==> src/rtl/btr_pkg.sv <==
package btr_pkg;
  typedef enum logic [1:0] {
    PH_IDLE = 2'd0,
    PH_SRC  = 2'd1,
    PH_DST  = 2'd2
  } phase_t;

  localparam logic [1:0] SEL_POS   = 2'd0;
  localparam logic [1:0] SEL_CTRL  = 2'd1;
  localparam logic [1:0] SEL_WMARK = 2'd2;
  localparam logic [1:0] SEL_SEC   = 2'd3;
endpackage

==> src/rtl/btr_regs.sv <==
module btr_regs
  import btr_pkg::*;
#(
  parameter int REC_DEPTH = 16,
  parameter int SEC_BITS  = 2,
  localparam int RW = $clog2(REC_DEPTH)
) (
  input  logic                clk,
  input  logic                rst_n,
  input  logic                cfg_we,
  input  logic [1:0]          cfg_sel,
  input  logic [RW:0]         cfg_wdata,
  output logic [31:0]         cfg_rdata,
  input  logic                rec_done,
  output logic [RW-1:0]       ptr,
  output logic                first_flag,
  output logic                rec_en,
  output logic [SEC_BITS-1:0] sec,
  output logic                dbg_req
);
  logic [RW-1:0]       ptr_q, wm_q, ptr_inc;
  logic                wrap_q, first_q, en_q, wmen_q, dbg_q, at_last, wm_hit;
  logic [SEC_BITS-1:0] sec_q;

  assign at_last = (ptr_q == RW'(REC_DEPTH - 1));
  assign ptr_inc = at_last ? '0 : ptr_q + RW'(1);
  assign wm_hit  = rec_done & wmen_q & (ptr_inc == wm_q);

  always_ff @(posedge clk) begin
    if (!rst_n) begin
      ptr_q   <= '0;
      wm_q    <= '0;
      wrap_q  <= 1'b0;
      first_q <= 1'b0;
      en_q    <= 1'b0;
      wmen_q  <= 1'b0;
      dbg_q   <= 1'b0;
      sec_q   <= '0;
    end else begin
      dbg_q <= wm_hit;
      if (rec_done) begin
        ptr_q   <= ptr_inc;
        first_q <= at_last;
        if (at_last) wrap_q <= 1'b1;
        if (wm_hit)  en_q   <= 1'b0;
      end
      if (cfg_we) begin
        case (cfg_sel)
          SEL_POS: begin
            ptr_q   <= cfg_wdata[RW:1];
            wrap_q  <= 1'b0;
            first_q <= 1'b0;
          end
          SEL_CTRL: begin
            en_q   <= cfg_wdata[0];
            wmen_q <= cfg_wdata[1];
          end
          SEL_WMARK: wm_q  <= cfg_wdata[RW-1:0];
          SEL_SEC:   sec_q <= cfg_wdata[SEC_BITS-1:0];
        endcase
      end
    end
  end

  always_comb begin
    cfg_rdata = '0;
    case (cfg_sel)
      SEL_POS: begin
        cfg_rdata[RW:1] = ptr_q;
        cfg_rdata[0]    = wrap_q;
      end
      SEL_CTRL: begin
        cfg_rdata[0] = en_q;
        cfg_rdata[1] = wmen_q;
      end
      SEL_WMARK: cfg_rdata[RW-1:0]       = wm_q;
      SEL_SEC:   cfg_rdata[SEC_BITS-1:0] = sec_q;
    endcase
  end

  assign ptr        = ptr_q;
  assign first_flag = first_q;
  assign rec_en     = en_q;
  assign sec        = sec_q;
  assign dbg_req    = dbg_q;

  assert_dbg_single_R6: assert property (@(posedge clk) disable iff (!rst_n)
    dbg_q |=> !dbg_q);
  assert_stop_on_hit_R6: assert property (@(posedge clk) disable iff (!rst_n)
    (dbg_q && !$past(cfg_we && cfg_sel == SEL_CTRL)) |-> !en_q);
  assert_wrap_to_base_R5: assert property (@(posedge clk) disable iff (!rst_n)
    (rec_done && at_last && !cfg_we) |=> (ptr_q == '0 && wrap_q && first_q));
  assert_sec_upper_zero_R10: assert property (@(posedge clk) disable iff (!rst_n)
    (cfg_sel == SEL_SEC) |-> (cfg_rdata[31:SEC_BITS] == '0));
endmodule

==> src/rtl/btr_writer.sv <==
module btr_writer
  import btr_pkg::*;
#(
  parameter int REC_DEPTH = 16,
  parameter int DW        = 32,
  localparam int RW = $clog2(REC_DEPTH),
  localparam int AW = RW + 1
) (
  input  logic          clk,
  input  logic          rst_n,
  input  logic          ev_valid,
  input  logic          ev_seq,
  input  logic [DW-1:1] ev_src,
  input  logic [DW-1:0] ev_dst,
  output logic          ev_ready,
  input  logic          rec_en,
  input  logic [RW-1:0] ptr,
  input  logic          first_flag,
  output logic          tr_busy,
  output logic [AW-1:0] tr_addr,
  output logic [DW-1:0] tr_data,
  output logic          rec_done
);
  phase_t        ph_q;
  logic [DW-1:1] src_q;
  logic [DW-1:0] dst_q;
  logic          take;

  assign ev_ready = (ph_q == PH_IDLE);
  assign take     = ev_valid & ev_ready & rec_en & ~ev_seq;

  always_ff @(posedge clk) begin
    if (!rst_n) begin
      ph_q  <= PH_IDLE;
      src_q <= '0;
      dst_q <= '0;
    end else begin
      case (ph_q)
        PH_IDLE: if (take) begin
          ph_q  <= PH_SRC;
          src_q <= ev_src;
          dst_q <= ev_dst;
        end
        PH_SRC:  ph_q <= PH_DST;
        default: ph_q <= PH_IDLE;
      endcase
    end
  end

  assign tr_busy  = (ph_q != PH_IDLE);
  assign rec_done = (ph_q == PH_DST);
  assign tr_addr  = {ptr, rec_done};
  assign tr_data  = rec_done ? dst_q : {src_q, first_flag};

  assert_two_words_R1: assert property (@(posedge clk) disable iff (!rst_n)
    (ph_q == PH_SRC) |=> (rec_done && tr_addr[0] && !$past(tr_addr[0])));
  assert_busy_after_take_R4: assert property (@(posedge clk) disable iff (!rst_n)
    (ev_valid && ev_ready && rec_en && !ev_seq) |=> !ev_ready);
  assert_seq_dropped_R2: assert property (@(posedge clk) disable iff (!rst_n)
    (ev_valid && ev_ready && ev_seq) |=> !tr_busy);
endmodule

==> src/rtl/btr_arbiter.sv <==
module btr_arbiter #(
  parameter int AW       = 5,
  parameter int DW       = 32,
  parameter int SEC_BITS = 2,
  localparam int SEL_W = $clog2(SEC_BITS)
) (
  input  logic                clk,
  input  logic                rst_n,
  input  logic                tr_busy,
  input  logic [AW-1:0]       tr_addr,
  input  logic [DW-1:0]       tr_data,
  input  logic                bus_req,
  input  logic                bus_we,
  input  logic [AW-1:0]       bus_addr,
  input  logic [DW-1:0]       bus_wdata,
  output logic                bus_wait,
  output logic                bus_rvalid,
  output logic [DW-1:0]       bus_rdata,
  input  logic [SEC_BITS-1:0] sec,
  output logic                mem_en,
  output logic                mem_we,
  output logic [AW-1:0]       mem_addr,
  output logic [DW-1:0]       mem_wdata,
  output logic                mem_secure,
  input  logic [DW-1:0]       mem_rdata
);
  logic bus_grant, rv_q;

  assign bus_grant = bus_req & ~tr_busy;
  assign bus_wait  = bus_req & tr_busy;

  always_comb begin
    mem_en    = tr_busy | bus_req;
    mem_we    = tr_busy | bus_we;
    mem_addr  = tr_busy ? tr_addr : bus_addr;
    mem_wdata = tr_busy ? tr_data : bus_wdata;
  end

  assign mem_secure = sec[mem_addr[AW-1 -: SEL_W]];

  always_ff @(posedge clk) begin
    if (!rst_n) rv_q <= 1'b0;
    else        rv_q <= bus_grant & ~bus_we;
  end

  assign bus_rvalid = rv_q;
  assign bus_rdata  = mem_rdata;

  assert_trace_wins_R7: assert property (@(posedge clk) disable iff (!rst_n)
    (bus_req && tr_busy) |-> (bus_wait && mem_we && mem_addr == tr_addr));
  assert_read_latency_R8: assert property (@(posedge clk) disable iff (!rst_n)
    (bus_req && !bus_wait && !bus_we) |=> bus_rvalid);
endmodule

==> src/rtl/btrace_recorder.sv <==
module btrace_recorder #(
  parameter int REC_DEPTH = 16,
  parameter int DW        = 32,
  parameter int SEC_BITS  = 2,
  localparam int RW = $clog2(REC_DEPTH),
  localparam int AW = RW + 1
) (
  input  logic          clk,
  input  logic          rst_n,
  input  logic          ev_valid,
  output logic          ev_ready,
  input  logic          ev_seq,
  input  logic [DW-1:1] ev_src,
  input  logic [DW-1:0] ev_dst,
  input  logic          bus_req,
  input  logic          bus_we,
  input  logic [AW-1:0] bus_addr,
  input  logic [DW-1:0] bus_wdata,
  output logic          bus_wait,
  output logic          bus_rvalid,
  output logic [DW-1:0] bus_rdata,
  output logic          mem_en,
  output logic          mem_we,
  output logic [AW-1:0] mem_addr,
  output logic [DW-1:0] mem_wdata,
  output logic          mem_secure,
  input  logic [DW-1:0] mem_rdata,
  input  logic          cfg_we,
  input  logic [1:0]    cfg_sel,
  input  logic [RW:0]   cfg_wdata,
  output logic [31:0]   cfg_rdata,
  output logic          dbg_req
);
  logic [RW-1:0]       ptr;
  logic                first_flag, rec_en, tr_busy, rec_done;
  logic [SEC_BITS-1:0] sec;
  logic [AW-1:0]       tr_addr;
  logic [DW-1:0]       tr_data;

  btr_regs #(.REC_DEPTH(REC_DEPTH), .SEC_BITS(SEC_BITS)) u_regs (
    .clk(clk), .rst_n(rst_n), .cfg_we(cfg_we), .cfg_sel(cfg_sel),
    .cfg_wdata(cfg_wdata), .cfg_rdata(cfg_rdata), .rec_done(rec_done),
    .ptr(ptr), .first_flag(first_flag), .rec_en(rec_en), .sec(sec),
    .dbg_req(dbg_req)
  );

  btr_writer #(.REC_DEPTH(REC_DEPTH), .DW(DW)) u_writer (
    .clk(clk), .rst_n(rst_n), .ev_valid(ev_valid), .ev_seq(ev_seq),
    .ev_src(ev_src), .ev_dst(ev_dst), .ev_ready(ev_ready), .rec_en(rec_en),
    .ptr(ptr), .first_flag(first_flag), .tr_busy(tr_busy),
    .tr_addr(tr_addr), .tr_data(tr_data), .rec_done(rec_done)
  );

  btr_arbiter #(.AW(AW), .DW(DW), .SEC_BITS(SEC_BITS)) u_arb (
    .clk(clk), .rst_n(rst_n), .tr_busy(tr_busy), .tr_addr(tr_addr),
    .tr_data(tr_data), .bus_req(bus_req), .bus_we(bus_we),
    .bus_addr(bus_addr), .bus_wdata(bus_wdata), .bus_wait(bus_wait),
    .bus_rvalid(bus_rvalid), .bus_rdata(bus_rdata), .sec(sec),
    .mem_en(mem_en), .mem_we(mem_we), .mem_addr(mem_addr),
    .mem_wdata(mem_wdata), .mem_secure(mem_secure), .mem_rdata(mem_rdata)
  );
endmodule

==> config.mk <==
export PLATFORM = sky130hd
export DESIGN_NAME = btrace_recorder
export DESIGN_NICKNAME = d
export VERILOG_FILES = /design/src/rtl/btr_pkg.sv /design/src/rtl/btr_regs.sv /design/src/rtl/btr_writer.sv /design/src/rtl/btr_arbiter.sv /design/src/rtl/btrace_recorder.sv
export SDC_FILE = /design/constraint.sdc
export NUM_CORES = 1
export LEC_CHECK = 0
export BUFFER_PORTS_ARGS = -buffer_cell sky130_fd_sc_hd__buf_2
export CORE_MARGIN = 10
export CORE_UTILIZATION = 40
export DETAILED_ROUTE_END_ITERATION = 6
export PLACE_DENSITY = 0.8
export SLEW_MARGIN = 0
export SYNTH_ARGS = -nofsm -noshare
export SYNTH_HDL_FRONTEND = slang
export SYNTH_SLANG_ARGS = --single-unit
==> constraint.sdc <==
create_clock -name clk -period 1.9 [get_ports clk]
set_clock_uncertainty 0.2 [all_clocks]
set_input_delay 0 -clock clk [delete_from_list [all_inputs] [get_ports clk]]
set_output_delay 0 -clock clk [all_outputs]
set_load 0.01 [all_outputs]
# == Word level (Yosys, flattened, before mapping) ==
# Cells that the tools add are included.
# W data, S select, Z words.
# totals
inputBits,146
out_inout_bits,108
ff_bits,81
# classes
n_addsub,1
mux,25
eq_ne,8
n_bitwise,13
magnitude_cmp,1
reduce_logical,7
# ops
operator,n
$mux W32,2
$mux W4,4
$mux W1,14
$and A1 B1 Y1,8
$pmux W2 S2,2
$pmux W2 S4,1
$reduce_and A2 Y1,4
$eq A2 B2 Y1 const B,3
$mux W5,1
$add A4 B1 Y4 const B,1
$eq A2 B1 Y1 const B,2
$eq A4 B4 Y1,1
$eq A4 B4 Y1 const B,1
$logic_not A2 Y1,2
$not A1 Y1,3
$lt A1 B2 Y1 const B,1
$mux W2,1
$ne A2 B2 Y1 const B,1
$or A1 B1 Y1,2
$reduce_bool A2 Y1,1

# == Depth between registers and ports, before layout ==
# depth
word_depth,8
ltp_mapped,7
mapped_depth_nobuf,5

# == Hierarchy ==
# From an unflattened synthesis, not the netlist that was laid out.
# unflattened
hier_cells,521
area_unflattened_um2,4879.7
# modules_own_cells
module,instances,area_per_inst_um2,cells_each,seq_area_each_um2
btr_writer,1,3055.4,325,1301.2
btr_regs,1,1069.8,116,300.3
btr_arbiter,1,754.5,80,20.0

# == Worst setup path after synthesis ==
# Ideal clock, no wire load.
# synth_timing
path_type,flip-flop to flip-flop
start,register u_writer.ph_q[0]
end,register u_writer.dst_q[0]
n_path_buf,2
setup_slack_ns,0.310
required_ns,1.578
arrival_ns,1.268
path_stages_with_launch,7
cell_sequence,dfxtp_1 > buf_2 > nor2_4 > nand4b_1 > clkbuf_1 > nand2_1 > a21boi_0
# synth_via
elab_chain_cells,5
# synth_rtl
element,line,rtl
"start, declared",btr_writer.sv:24,phase_t ph_q;
"start signal, assigned",btr_writer.sv:34,ph_q <= PH_IDLE;
"start signal, assigned",btr_writer.sv:40,ph_q <= PH_SRC;
"start signal, assigned",btr_writer.sv:44,PH_SRC: ph_q <= PH_DST;
$logic_not A2 Y1 *,btr_writer.sv:29,assign ev_ready = (ph_q == PH_IDLE);
net ev_ready,btrace_recorder.sv:11,"output logic ev_ready,"
$and A1 B1 Y1 (3 in series),btr_writer.sv:30,assign take = ev_valid & ev_ready & rec_en & ~ev_seq;
$reduce_and A2 Y1 (no line) *,n/a,
"end signal, assigned",btr_writer.sv:42,dst_q <= ev_dst;
"end, declared",btr_writer.sv:26,logic [DW-1:0] dst_q;
# The timed path passes the listed nets; every way through them passes the cells marked *.
# A chain may end at the register's enable or synchronous reset.

# == Final worst setup path ==
# layout_timing
start,register u_writer.ph_q[1]
end,output mem_secure
# layout_via
elab_chain_cells,4
# layout_rtl
element,line,rtl
$reduce_bool A2 Y1,btr_writer.sv:50,assign tr_busy = (ph_q != PH_IDLE);
$mux W5,btr_arbiter.sv:35,mem_addr = tr_busy ? tr_addr : bus_addr;
$mux W1 (implied by the code) (2 in series),btr_arbiter.sv:39,assign mem_secure = sec[mem_addr[AW-1 -: SEL_W]];
"end, declared",btrace_recorder.sv:26,"output logic mem_secure,"
# No other way between the ends. The select of a mux whose other input is x is not followed.

==> out/qor.yml <==
fin_ws_ns: 0.0747
grt_pass1_wl_mm: 23.1
drtAntennaViolNets: 0
rows: 38
cts.root.buffer_cell: "clkbuf_8"
synth_top_cell_by_area: "dfxtp_1"
path_clk_slew_ns: 0.09
io_buffers: 162
cp-startpoint: "u_writer.ph_q[1]$_SDFFE_PN0P_"
timing.rr.start: "u_regs.ptr[0]$_SDFF_PN0_"
core_area_sq_um: 10800
start_kind: "register"
cp-end-kind: "output pin"
nets: 917
path_class: "reg -> out"
syn_area_per_cell_sq_um: 8.14
synth_edf_count: 0
ys_seq_elements: 81
p_per_area_nw_per_um2: 570
crit_fanout: 4
place.gp.congestion: 0.791
synthCells: 546
crit_path_end: "mem_secure"
worst-r2r-cell-count: 5
crit_required_ns: 1.70
grtUsageTotal_pct: 17.5
rsz0062_at_grt: "no"
dpl.hpwl_mm: 8.97
synth_ff_type: "dfxtp_1"
die-area_sq_um: 15700
crit_arrival_ns: 1.63
whs_path_depth: 4
drc: 0
multi_input_area_sq_um: 2270
netlist_area_sq_um: 4440
numClockSinks: 81
clockBufferDepth: 2
ys_seq_area_share_pct: 36.5
initial_utilization_pct: 41.0
seq_area_sq_um: 1620
max-slew-margin-rel_pct: 65.8
period_share_pct: 96.1
rrSetupSlack_ns: 0.20
clk_latency_ns: 0.34
synthToLayoutAreaGrowth_pct: 42.0
drtPass1Iterations: 4
wl_per_cell_microns: 16.0
finalSetupTns_ns: 0
hold_viol_final: 0
antenna_found_initial: 2
outcome: "completed"
vias: 4321
cellLeakagePower_nw: 2.58
drive_above_1_share_pct: 26.2
die_y_microns: 125
reg2reg_to: "u_regs.dbg_req$_SDFF_PN0_"
yosysMostFrequentCell: "nand2_1"
drt-initial-drc-count: 193
yosysTopAreaCellShare_pct: 36.5
synth.distinct_cells: 36
hp-class: "in -> out"
grt_max_degree: 43
vias_per_cell: 4.72
grt_pass1_vias: 4508
yosysWarnings: 0
synthTopCellsByArea: "dfxtp_1, nand2_1, buf_4, mux2i_1, a21boi_0"
numCtsBuffers: 9
gr-total-overflow: 0
die_w_microns: 125
fmax_ghz: 0.548
wirelength_mm: 14.6
finalWorstPathRequiredPeriod_ns: 1.83
htree_levels: 3
synth-async-reset-ratio_pct: 0
slew_violations: 0
worstMarginPinSlew_ns: 0.513
cts_tree: "done"
cap_violations: 0
num-fill-cells: 943
setup_viol_count_final: 0
ios: 254
whs_ns: 0.0963
synthTopCellsByCount: "nand2_1, dfxtp_1, buf_4"
place_ws_ns: 0.196
peakVddDrop_mv: 0.421
[how the worst min path moves through the flow]
stage | from | end | slack, ns
after floorplan | mem_rdata[0] | bus_rdata[0] | -0.11
after global placement | mem_rdata[1] | bus_rdata[1] | -0.20
after detailed placement | mem_rdata[1] | bus_rdata[1] | -0.20
after CTS | bus_addr[0] | mem_addr[0] | 0.10
after global routing | bus_addr[0] | mem_addr[0] | 0.14
final | bus_addr[0] | mem_addr[0] | 0.1
[cell families after synthesis]
group	synth area share, %
other cells	0.0844
mux	12.2
flops	36.5
simple gates	18.9
fa+ha+maj	0.281
compound gates	16.1
buf+inv	14.7
xor+xnor	1.18
[placed cells by master (no fill, tap or decap), drive strengths merged, types with 3 or more instances in the layout]
cell type / count
a21boi: 63
nor2b: 10
dfxtp: 81
buf: 174
nand3b: 3
a21oi: 3
nor2: 10
xnor2: 4
mux2: 6
clkbuf: 10
o21ai: 33
dlygate4sd3: 109
nand2: 167
clkinv: 3
conb: 27
mux2i: 43
[sequential cells by signal, summed over array words and instances (netlist names)]
| register | cells |
|---|---|
| u_regs.sec | 2 |
| u_regs.first_flag | 1 |
| u_writer.dst_q | 32 |
| u_regs.dbg_req | 1 |
| u_writer.src_q | 31 |
| u_regs.wm_q | 4 |
| u_regs.wmen_q | 1 |
| u_writer.ph_q | 2 |
| u_regs.wrap_q | 1 |
| u_arb.bus_rvalid | 1 |
| u_regs.ptr | 4 |
| u_regs.rec_en | 1 |
[power by group]
part	internal, W	switching, W	total [W]
Sequential	0.00172	0.0000189	0.00174
Clock	0.000634	0.000608	0.00124
Combinational	0.000352	0.000270	0.000622
[stage by stage]
stage	utilization (%)	std cells	area, sq um	power, W
global route	58.2	916	6310	0.00377
detailed placement	46.3	790	5010	0.00218
CTS	58.1	914	6300	0.00365
floorplan	-	572	4540	0.00209
global placement	46.3	790	5010	0.00218
finish	58.2	916	6310	0.00360
[layout make-up]
type                            count  area share [%]
Clock buffer                       10            2.18
Tap cell                          140            2.78
Multi-Input combinational cell    393            36.0
Timing Repair Buffer              283            32.2
Antenna cell                        2          0.0793
Sequential cell                    81            25.7
Inverter                            2           0.119
Clock inverter                      5           0.892
[critical path, stage by stage, from the launching register on]
cell     delay [ns]
dfxtp_2        0.36
nor2_4         0.15
mux2_2         0.37
mux2_2         0.27
buf_2          0.14
[timing repair]
item | CTS | global route
gates resized for setup | 0 | 2
hold buffers | 109 | 0
buffers inserted | 0 | 0
endpoints found under the setup margin | 0 | 2
endpoints found under the hold margin | 113 | 0
[metal layers]
metal	global-route usage, %	vias up	part of all wire, %
li1	-	2167	-
met1	17.8	1941	38
met2	31.5	183	51
met3	6.89	30	9.0
met4	6.50	0	2.4
met5	0	-	0
Note: power is estimated with default switching activity, not from simulation.
